## src/rtl/spu_pkg.sv

```systemverilog
package spu_pkg;

    typedef enum logic [1:0] {
        SEG_ES = 2'b00,
        SEG_SS = 2'b01,
        SEG_CS = 2'b10,
        SEG_DS = 2'b11
    } seg_code_e;

    typedef enum logic [1:0] {
        ACC_DATA   = 2'b00,
        ACC_STACK  = 2'b01,
        ACC_STRDST = 2'b10,
        ACC_CODE   = 2'b11
    } acc_kind_e;

    localparam int BYTE_W = 8;
    localparam int WORD_W = 2 * BYTE_W;

endpackage

```

## src/rtl/spu_addr_gen.sv

```systemverilog
module spu_addr_gen #(
    parameter int SEG_W  = 16,
    parameter int OFF_W  = 16,
    parameter int ADDR_W = 20
) (
    input  logic [SEG_W-1:0]  seg_base,
    input  logic [OFF_W-1:0]  offset,
    output logic [ADDR_W-1:0] phys
);
    localparam int SHIFT = ADDR_W - SEG_W;
    localparam int PAD   = ADDR_W - OFF_W;

    logic [ADDR_W-1:0] base_shifted;
    logic [ADDR_W-1:0] off_ext;

    always_comb begin
        base_shifted = {seg_base, {SHIFT{1'b0}}};
        off_ext      = {{PAD{1'b0}}, offset};
        // sum truncated to ADDR_W: carry beyond the top bit is dropped
        phys         = base_shifted + off_ext;
    end
endmodule

```

## src/rtl/spu_seg_file.sv

```systemverilog
module spu_seg_file
    import spu_pkg::*;
#(
    parameter int              SEG_W  = 16,
    parameter logic [SEG_W-1:0] RST_CS = 'hFFFF
) (
    input  logic             clk,
    input  logic             rst_n,
    input  logic             wr_en,
    input  logic [1:0]       wr_sel,
    input  logic [SEG_W-1:0] wr_data,
    input  logic [1:0]       rd_sel,
    output logic [SEG_W-1:0] rd_val,
    output logic [SEG_W-1:0] cs_val
);
    localparam int NSEG = 4;

    typedef struct packed {
        logic [NSEG-1:0][SEG_W-1:0] seg;
    } sf_state_t;

    sf_state_t         st_d, st_q;
    logic [NSEG-1:0]   wr_hit;

    for (genvar g = 0; g < NSEG; g++) begin : g_hit
        assign wr_hit[g] = wr_en && (wr_sel == 2'(g));
    end

    always_comb begin
        st_d = st_q;
        for (int i = 0; i < NSEG; i++) begin
            if (wr_hit[i]) st_d.seg[i] = wr_data;
        end
        rd_val = st_q.seg[rd_sel];
        cs_val = st_q.seg[SEG_CS];
    end

    always_ff @(posedge clk or negedge rst_n) begin
        if (!rst_n) begin
            st_q             <= '0;
            st_q.seg[SEG_CS] <= RST_CS;
        end else begin
            st_q <= st_d;
        end
    end
endmodule

```

## src/rtl/spu_byte_queue.sv

```systemverilog
module spu_byte_queue
    import spu_pkg::*;
#(
    parameter int DEPTH = 6
) (
    input  logic              clk,
    input  logic              rst_n,
    input  logic              flush,
    input  logic [1:0]        push_n,
    input  logic [BYTE_W-1:0] push_b0,
    input  logic [BYTE_W-1:0] push_b1,
    input  logic              pop_ready,
    output logic              pop_valid,
    output logic [BYTE_W-1:0] pop_data,
    output logic [$clog2(DEPTH+1)-1:0] count,
    output logic [$clog2(DEPTH+1)-1:0] free
);
    localparam int PTR_W = $clog2(DEPTH);
    localparam int CNT_W = $clog2(DEPTH+1);

    typedef struct packed {
        logic [DEPTH-1:0][BYTE_W-1:0] mem;
        logic [PTR_W-1:0]             rd;
        logic [PTR_W-1:0]             wr;
        logic [CNT_W-1:0]             cnt;
    } bq_state_t;

    bq_state_t st_d, st_q;
    logic      pop_fire;

    function automatic logic [PTR_W-1:0] ptr_inc(input logic [PTR_W-1:0] p);
        return (p == PTR_W'(DEPTH-1)) ? '0 : p + PTR_W'(1);
    endfunction

    always_comb begin
        st_d      = st_q;
        pop_valid = (st_q.cnt != '0);
        pop_data  = st_q.mem[st_q.rd];
        pop_fire  = pop_valid && pop_ready;
        count     = st_q.cnt;
        free      = CNT_W'(DEPTH) - st_q.cnt;

        if (flush) begin
            st_d.rd  = '0;
            st_d.wr  = '0;
            st_d.cnt = '0;
        end else begin
            if (push_n != 2'd0) begin
                st_d.mem[st_q.wr] = push_b0;
                st_d.wr           = ptr_inc(st_q.wr);
            end
            if (push_n == 2'd2) begin
                st_d.mem[ptr_inc(st_q.wr)] = push_b1;
                st_d.wr                    = ptr_inc(ptr_inc(st_q.wr));
            end
            if (pop_fire) begin
                st_d.rd = ptr_inc(st_q.rd);
            end
            st_d.cnt = st_q.cnt + CNT_W'(push_n) - CNT_W'(pop_fire);
        end
    end

    always_ff @(posedge clk or negedge rst_n) begin
        if (!rst_n) st_q <= '0;
        else        st_q <= st_d;
    end
endmodule

```

## src/rtl/spu_fetch_ctl.sv

```systemverilog
module spu_fetch_ctl
    import spu_pkg::*;
#(
    parameter int              OFF_W  = 16,
    parameter int              CNT_W  = 3,
    parameter logic [OFF_W-1:0] RST_IP = '0
) (
    input  logic              clk,
    input  logic              rst_n,
    input  logic              flush,
    input  logic [OFF_W-1:0]  flush_ip,
    input  logic [CNT_W-1:0]  q_free,
    input  logic              mem_gnt,
    input  logic              mem_rvalid,
    input  logic [WORD_W-1:0] mem_rdata,
    output logic              mem_req,
    output logic [OFF_W-1:0]  fetch_ip,
    output logic [1:0]        push_n,
    output logic [BYTE_W-1:0] push_b0,
    output logic [BYTE_W-1:0] push_b1
);
    typedef struct packed {
        logic [OFF_W-1:0] ip;
        logic             inflight;
        logic             stale;
        logic             odd;
    } fc_state_t;

    fc_state_t st_d, st_q;
    logic      issue;
    logic      take;
    logic      keep;

    always_comb begin
        st_d     = st_q;
        mem_req  = !st_q.inflight && (q_free >= CNT_W'(2));
        issue    = mem_req && mem_gnt;
        take     = st_q.inflight && mem_rvalid;
        keep     = take && !st_q.stale && !flush;
        fetch_ip = st_q.ip;

        push_n  = 2'd0;
        push_b0 = mem_rdata[BYTE_W-1:0];
        push_b1 = mem_rdata[WORD_W-1:BYTE_W];
        if (keep) begin
            if (st_q.odd) begin
                push_n  = 2'd1;
                push_b0 = mem_rdata[WORD_W-1:BYTE_W];
            end else begin
                push_n  = 2'd2;
            end
        end

        if (issue) begin
            st_d.inflight = 1'b1;
            st_d.odd      = st_q.ip[0];
        end else if (take) begin
            st_d.inflight = 1'b0;
        end

        if (flush) begin
            st_d.ip    = flush_ip;
            st_d.stale = st_d.inflight;
        end else begin
            st_d.ip = st_q.ip + OFF_W'(push_n);
            if (take) st_d.stale = 1'b0;
        end
    end

    always_ff @(posedge clk or negedge rst_n) begin
        if (!rst_n) begin
            st_q    <= '0;
            st_q.ip <= RST_IP;
        end else begin
            st_q <= st_d;
        end
    end
endmodule

```

## src/rtl/seg_prefetch_unit.sv

```systemverilog
module seg_prefetch_unit
    import spu_pkg::*;
#(
    parameter int               SEG_W  = 16,
    parameter int               OFF_W  = 16,
    parameter int               ADDR_W = 20,
    parameter int               DEPTH  = 6,
    parameter logic [SEG_W-1:0] RST_CS = 'hFFFF,
    parameter logic [OFF_W-1:0] RST_IP = '0
) (
    input  logic              clk,
    input  logic              rst_n,
    input  logic              seg_wr_en,
    input  logic [1:0]        seg_wr_sel,
    input  logic [SEG_W-1:0]  seg_wr_data,
    input  logic              flush,
    input  logic [OFF_W-1:0]  flush_ip,
    output logic              mem_req,
    output logic [ADDR_W-1:0] mem_addr,
    output logic [1:0]        mem_seg,
    input  logic              mem_gnt,
    input  logic              mem_rvalid,
    input  logic [WORD_W-1:0] mem_rdata,
    output logic              pop_valid,
    input  logic              pop_ready,
    output logic [BYTE_W-1:0] pop_data,
    input  logic [1:0]        dacc_kind,
    input  logic              dacc_ovr_en,
    input  logic [1:0]        dacc_ovr_seg,
    input  logic [OFF_W-1:0]  dacc_off,
    output logic [ADDR_W-1:0] dacc_addr,
    output logic [1:0]        dacc_seg
);
    localparam int CNT_W = $clog2(DEPTH+1);

    seg_code_e         dflt_seg;
    seg_code_e         used_seg;
    logic [SEG_W-1:0]  data_seg_val;
    logic [SEG_W-1:0]  code_seg_val;
    logic [OFF_W-1:0]  fetch_ip;
    logic [ADDR_W-1:0] fetch_phys;
    logic [CNT_W-1:0]  q_count;
    logic [CNT_W-1:0]  q_free;
    logic [1:0]        push_n;
    logic [BYTE_W-1:0] push_b0;
    logic [BYTE_W-1:0] push_b1;

    always_comb begin
        unique case (acc_kind_e'(dacc_kind))
            ACC_DATA:   dflt_seg = SEG_DS;
            ACC_STACK:  dflt_seg = SEG_SS;
            ACC_STRDST: dflt_seg = SEG_ES;
            default:    dflt_seg = SEG_CS;
        endcase
        if (dacc_ovr_en && (acc_kind_e'(dacc_kind) != ACC_STRDST))
            used_seg = seg_code_e'(dacc_ovr_seg);
        else
            used_seg = dflt_seg;
        dacc_seg = used_seg;
        mem_seg  = SEG_CS;
        mem_addr = fetch_phys & ~ADDR_W'(1);
    end

    spu_seg_file #(
        .SEG_W  (SEG_W),
        .RST_CS (RST_CS)
    ) u_segs (
        .clk     (clk),
        .rst_n   (rst_n),
        .wr_en   (seg_wr_en),
        .wr_sel  (seg_wr_sel),
        .wr_data (seg_wr_data),
        .rd_sel  (used_seg),
        .rd_val  (data_seg_val),
        .cs_val  (code_seg_val)
    );

    spu_addr_gen #(
        .SEG_W (SEG_W), .OFF_W (OFF_W), .ADDR_W (ADDR_W)
    ) u_agen_data (
        .seg_base (data_seg_val),
        .offset   (dacc_off),
        .phys     (dacc_addr)
    );

    spu_addr_gen #(
        .SEG_W (SEG_W), .OFF_W (OFF_W), .ADDR_W (ADDR_W)
    ) u_agen_fetch (
        .seg_base (code_seg_val),
        .offset   (fetch_ip),
        .phys     (fetch_phys)
    );

    spu_fetch_ctl #(
        .OFF_W  (OFF_W),
        .CNT_W  (CNT_W),
        .RST_IP (RST_IP)
    ) u_fetch (
        .clk        (clk),
        .rst_n      (rst_n),
        .flush      (flush),
        .flush_ip   (flush_ip),
        .q_free     (q_free),
        .mem_gnt    (mem_gnt),
        .mem_rvalid (mem_rvalid),
        .mem_rdata  (mem_rdata),
        .mem_req    (mem_req),
        .fetch_ip   (fetch_ip),
        .push_n     (push_n),
        .push_b0    (push_b0),
        .push_b1    (push_b1)
    );

    spu_byte_queue #(
        .DEPTH (DEPTH)
    ) u_queue (
        .clk       (clk),
        .rst_n     (rst_n),
        .flush     (flush),
        .push_n    (push_n),
        .push_b0   (push_b0),
        .push_b1   (push_b1),
        .pop_ready (pop_ready),
        .pop_valid (pop_valid),
        .pop_data  (pop_data),
        .count     (q_count),
        .free      (q_free)
    );
endmodule

```

## config.mk

```make
export PLATFORM = sky130hd
export DESIGN_NAME = seg_prefetch_unit
export DESIGN_NICKNAME = d
export VERILOG_FILES = /design/src/rtl/spu_pkg.sv /design/src/rtl/spu_addr_gen.sv /design/src/rtl/spu_seg_file.sv /design/src/rtl/spu_byte_queue.sv /design/src/rtl/spu_fetch_ctl.sv /design/src/rtl/seg_prefetch_unit.sv
export SDC_FILE = /design/constraint.sdc
export NUM_CORES = 1
export LEC_CHECK = 0
export ABC_CLOCK_PERIOD_IN_PS = 5500
export BUFFER_PORTS_ARGS = -buffer_cell sky130_fd_sc_hd__buf_2
export CAP_MARGIN = 0
export CORE_ASPECT_RATIO = 1.2
export CORE_MARGIN = 5
export CORE_UTILIZATION = 45
export CTS_CLUSTER_DIAMETER = 150
export DETAILED_ROUTE_END_ITERATION = 8
export GPL_ROUTABILITY_DRIVEN = 0
export GPL_TIMING_DRIVEN = 0
export PLACE_DENSITY = 0.66
export SYNTH_ARGS = -nofsm -noshare
export SYNTH_HDL_FRONTEND = slang
export SYNTH_SLANG_ARGS = --single-unit
```

## constraint.sdc

```tcl
create_clock -name clk -period 5.5 [get_ports clk]
set_clock_uncertainty 0.2 [all_clocks]
set_input_delay 0.55 -clock clk [delete_from_list [all_inputs] [get_ports clk]]
set_output_delay 0.55 -clock clk [all_outputs]
set_load 0.01 [all_outputs]
```

## Yosys cells after proc, flatten, opt, wreduce, memory -nomap -nowiden

Cells that the tools add are included.
Widths: inputs -> output; s select.

| storage, ports and cells | value |
|---|---|
| logic and storage cells | 97 |
| register bits | 140 |
| bits of input ports | 78 |
| output and inout bits | 54 |

| cells by class | value |
|---|---|
| add/subtract/negate cells | 9 |
| order comparisons | 7 |
| reductions and logical operators | 23 |
| eq/ne operators | 10 |
| muxes and demuxes | 31 |

Operators with widths:

| kind | count |
|---|---|
| $mux 48 | 3 |
| $bwmux 48 | 2 |
| $demux 8 s3 | 2 |
| $add 20x16->20 | 2 |
| $mux 8 | 5 |
| $bmux 16 s2 | 1 |
| $mux 16 | 2 |
| $bmux 8 s3 | 1 |
| $mux 3 | 6 |
| $add 16x2->16 | 1 |
| $logic_and 1x1->1 | 13 |
| $lt 3x4->1 const B | 3 |
| $add 3x1->3 const B | 3 |
| $eq 3x3->1 const B | 3 |
| $mux 9 | 1 |
| $eq 2x2->1 const B | 4 |
| $ge 3x1->1 const B | 2 |
| $mux 2 | 3 |
| $pmux 2 s3 | 1 |
| $reduce_bool 2->1 | 3 |
| $reduce_bool 3->1 | 2 |
| $eq 2x1->1 const B | 2 |
| $logic_not 2->1 | 2 |
| $mux 1 | 4 |
| 7 further kinds | 9 |

## Depth between registers and ports, before layout

| logic depth | value |
|---|---|
| depth after elaboration | 9 |
| gate-level depth with buffers | 18 |
| mapped depth without buffers | 17 |

## Cells and area by module

From an unflattened synthesis, not the netlist that was laid out.

| unflattened totals | value |
|---|---|
| cell total of the unflattened synthesis | 846 |
| area total of the unflattened synthesis | 9246.4 µm² |

Modules (own cells, without submodules):

| module | sequential area each (µm²) | area an instance (µm²) | instances | cells each |
|---|---|---|---|---|
| spu_byte_queue | 1426.4 | 3205.6 | 1 | 290 |
| spu_seg_file | 1621.6 | 2932.8 | 1 | 172 |
| spu_addr_gen | 0.0 | 820.8 | 2 | 108 |
| spu_fetch_ctl | 475.5 | 1341.3 | 1 | 152 |
| seg_prefetch_unit | 0.0 | 125.1 | 1 | 16 |

## Worst setup path before layout

Ideal clock, no wire load.

| timing path | value |
|---|---|
| path kind | input to output |
| from | in dacc_kind[0] |
| to | out dacc_addr[18] |
| buffers on the path | 2 |
| stages | 17 |
| slack | 1.083 ns |
| arrival | 3.667 ns |
| data required time | 4.750 ns |
| path through | inv_1 ha_1 nor3b_1 a21o_1 clkbuf_1 clkbuf_1 nand2_1 a31oi_1 ha_1 inv_1 fa_1 nor2b_1 o31ai_1 a21boi_1 a31oi_1 a211oi_1 xor2_1 |

| on the way | value |
|---|---|
| cells in the longest elaborated chain, start to end | 6 |
| elaborated cells on any way between the ends | 10 |
| classes of those cells | add/sub (1); eq/ne (3); mux (4); reduce/logical (2) |

RTL lines:

| item | line | source |
|---|---|---|
| start, declared | seg_prefetch_unit.sv:27 | `input logic [1:0] dacc_kind,` |
| $eq 2x2->1, or another cell as far along | seg_prefetch_unit.sv:49 | `unique case (acc_kind_e'(dacc_kind))` |
| $pmux 2 s3 or $logic_and 1x1->1 (tied branches) | seg_prefetch_unit.sv:49, seg_prefetch_unit.sv:55 |  |
| $mux 2 * | seg_prefetch_unit.sv:55 | `if (dacc_ovr_en && (acc_kind_e'(dacc_kind) != ACC_STRDST))` |
| $bmux 16 s2 * | spu_seg_file.sv:34 | `rd_val = st_q.seg[rd_sel];` |
| $mux 16 (not written as such) * | spu_seg_file.sv:34 |  |
| $add 20x16->20 * | spu_addr_gen.sv:20 | `phys = base_shifted + off_ext;` |
| end, declared | seg_prefetch_unit.sv:31 | `output logic [ADDR_W-1:0] dacc_addr,` |

Mark *: on every way between the ends. The rest lies on a longest branch, timed or not. The select of a mux whose other input is x is not followed.

## Final worst setup path

Same ends and word-level chain as after synthesis.

==> metrics.txt <==
status finished, final reports clean; final slew viol count 0; port bufs approximately 120; Comb power frac about 36%; Sw Pwr 1370 µW; Hold Violations, Final 0; # placed instances 1161; total CTS buffers 17; Required @ worst endpoint approximately 4.8 ns; Clock Path Buffers 2; antenna violations before repair 0; RSZ-0062 raised after global routing false; CTS sink cnt 140; mux contribution to synthesized area around 14%; CP startpoint kind input port; DRT Pass-1 Iters 5; Post-Layout Cell Count 1194; CTS tree built; power share of the clock group about 28%; Worst VDD drop 0.280 mV; I/O pin cnt ~130; pin count of the biggest net entering global routing 89; Post-DP HPWL roughly 16 mm; clk_lat worst skew 0.42 ns; first-pass GRT wire length ~35 mm; CP Data Arrival Time around 4.3 ns; final setup fails 0; FF-to-FF setup slack approximately 2.3 ns; Reg-to-Reg End u_fetch.fetch_ip[12]$_DFF_PN0_; max_slew headroom a little under half; xor and xnor area share after synthesis under 10%; Residual DRC 0; synth unique cells 57; Synth Warn # 0; # fillers approximately 1700; most frequent cells in the layout nand2_1, buf_2, dfrtp_1; combinational family with the most area after synthesis compound AO/OA/AOI/OAI gates; vias in the first global route between 6000 and 7000; Final period util roughly 93%; Syn Area/Cell approximately 10 µm²; CTS H-tree lvls 4; Worst Hold Class input port to flop; DRT iter0 DRCs 363; post-synthesis sequential element count 140; setup TNS 0 ns; Area Overhead vs Synth 18.7%; simple-gate area share of the yosys netlist approximately 14%; Final ANT Viol Nets 0; worst-path fanout max 10; Post-Route WL 21.3 mm; worst r2r src u_fetch.st_q[1]$_DFFE_PN0P_; GRT Total Usage between 20% and 30%; number of max-cap violations 0; vias per cell roughly 5.5; Period minus WS final 5.09 ns; row cnt 54; adder-cell share of the synthesized area roughly 6%; sequential-to-total area share from yosys stat between 40% and 50%; final core occ 54.2%; initial core utilization roughly 46%; Pleak between 0.004 and 0.005 µW; share of cells above drive strength 1 32.0%; Pint ~2800 µW; NumNets Final ~1100; Cell Area, Synth slightly above 8000 µm²; WL/cell approximately 18 µm; worst reg-to-reg path cell count 12; FFs w/ async S/R, synth 100%; hold path cells 3; Die Span Y around 160 µm; Die Span X between 100 and 150 µm; core area 18200 µm²; proportion of power drawn by flip-flops and latches 35.5%; Post-Syn Instances a little over 800; PwrDens ~420 nW/µm²; total number of vias ~6600; Die ar. roughly 21000 µm²; switching share of power between 30% and 40%; Crit. End Element output pin; commonest non-fill, non-tap cell in the layout nand2_1; post-CTS setup buffer count 0; Critical Path Start dacc_kind[0]; Compound-Gate Fraction of Synth Area between 10% and 20%; min-delay src flush_ip[4]; end of the worst hold path u_fetch.fetch_ip[4]$_DFF_PN0_; Clock Pin Slew Worst Setup and Hold Paths around 0.060 ns; Achievable Freq 0.196 GHz; GRT overflow 0; WS Path Type input port to output pin; n_diodes 0; Slew @ Worst Pin around 0.78 ns; Root Buffer clkbuf_16; ys flop type dfrtp_1; Post-synth EDFFs 0
[power by group through the flow]
stage | combinational, µW | clock [µW] | sequential (µW)
finish | 1490 | 1180 | 1460
global route | 1660 | 1250 | 1500
CTS | 1500 | 1200 | 1460
detailed placement | 1490 | 0 | 1470
global placement | 1470 | 0 | 1470
floorplan | 1060 | 0 | 1420
[how the worst max path moves through the flow]
stage | to | cells after the start
after floorplan | dacc_addr[18] | 17
after global placement | dacc_addr[18] | 19
after detailed placement | dacc_addr[18] | 19
after CTS | dacc_addr[18] | 19
after global routing | dacc_addr[16] | 19
final | dacc_addr[18] | 19
[cell type report]
class / instances / area [µm²] / area share (%)
multi-input combinational: 598 / 4440 / 45.1
tap: 224 / 280 / 2.84
buffer: 39 / 203 / 2.06
inverter: 36 / 135 / 1.37
clock inverter: 13 / 164 / 1.66
sequential: 140 / 3520 / 35.8
timing repair buffer: 125 / 659 / 6.69
clock buffer: 19 / 443 / 4.50
[sequential cells by signal, indices dropped and copies added, names as in the netlist]
register	count
u_fetch.fetch_ip	16
u_fetch.st_q	3
u_queue.count	3
u_queue.st_q	54
u_segs.cs_val	16
u_segs.st_q	48
[metal layers]
| metal | GRT usage [%] | up-vias | part of all wire (%) | wire [µm] |
|---|---|---|---|---|
| li1 | - | 3204 | - | - |
| met1 | 25.5 | 3179 | 42 | 8900 |
| met2 | 35.0 | 181 | 51 | 10800 |
| met3 | 4.21 | 30 | 5.7 | 1220 |
| met4 | 7.95 | 0 | 2.0 | 425 |
| met5 | 0 | - | 0 | 0 |
[stage by stage]
stage | power, µW | hold WS, ns | instance area, µm² | worst slack [ns]
after floorplan | 2490 | 0.0544 | 8300 | 1.08
after global placement | 2940 | 0.286 | 9200 | 0.223
after detailed placement | 2970 | 0.294 | 9230 | 0.152
after CTS | 4160 | 0.121 | 9850 | 0.148
after global routing | 4400 | 0.144 | 9850 | 0.0527
final | 4130 | 0.142 | 9850 | 0.407
[critical path, cell delays in order]
cell      delay, ns
buf_2          0.09
inv_1          0.05
ha_1           0.20
nor3b_1        0.18
a21o_1         0.23
clkbuf_2       0.30
clkbuf_1       0.42
nand2_1        0.10
a31oi_1        0.21
ha_1           0.23
inv_1          0.07
fa_1           0.40
nor2b_1        0.17
o31ai_1        0.11
a21boi_1       0.26
a31oi_1        0.21
a211oi_1       0.28
xor2_1         0.16
buf_2          0.14
[Yosys cell counts (4+ instances only)]
library cell | count | area, µm²
dfrtp_1 | 124 | 3100
mux2i_1 | 22 | 220
o211ai_1 | 6 | 45.0
nor2b_1 | 7 | 43.8
o22ai_1 | 17 | 106
nor3_1 | 4 | 20.0
xor2_1 | 15 | 131
mux2_2 | 66 | 743
nand2b_1 | 9 | 56.3
a211oi_1 | 6 | 45.0
o221a_2 | 32 | 360
dfstp_2 | 16 | 420
inv_1 | 33 | 124
xnor2_1 | 30 | 263
nor2_1 | 30 | 113
o21ai_0 | 29 | 145
buf_4 | 11 | 82.6
clkbuf_1 | 20 | 75.1
o221a_1 | 8 | 90.1
nand4_1 | 5 | 31.3
mux4_2 | 9 | 203
a31oi_1 | 17 | 106
buf_2 | 5 | 25.0
ha_1 | 34 | 425
nand2_1 | 145 | 544
a21o_1 | 5 | 37.5
a21oi_1 | 29 | 145
and3_1 | 17 | 106
fa_1 | 4 | 80.1
nand3_1 | 13 | 65.1
[timing repair]
item	CTS	global route
hold buffers	1	0
resized for setup	0	2
setup endpoints to repair	0	2
hold endpoints to repair	40	0
[cells by family (layout without fill, tap and decap cells)]
group / count (synthesis) / count (layout)
fa+ha+maj: 38 / 38
xor+xnor: 45 / 45
other cells: 2 / 3
buf+inv: 75 / 232
simple gates: 251 / 251
mux: 97 / 97
flops: 140 / 140
compound gates: 164 / 164
Power figures use the tool's default switching activity.
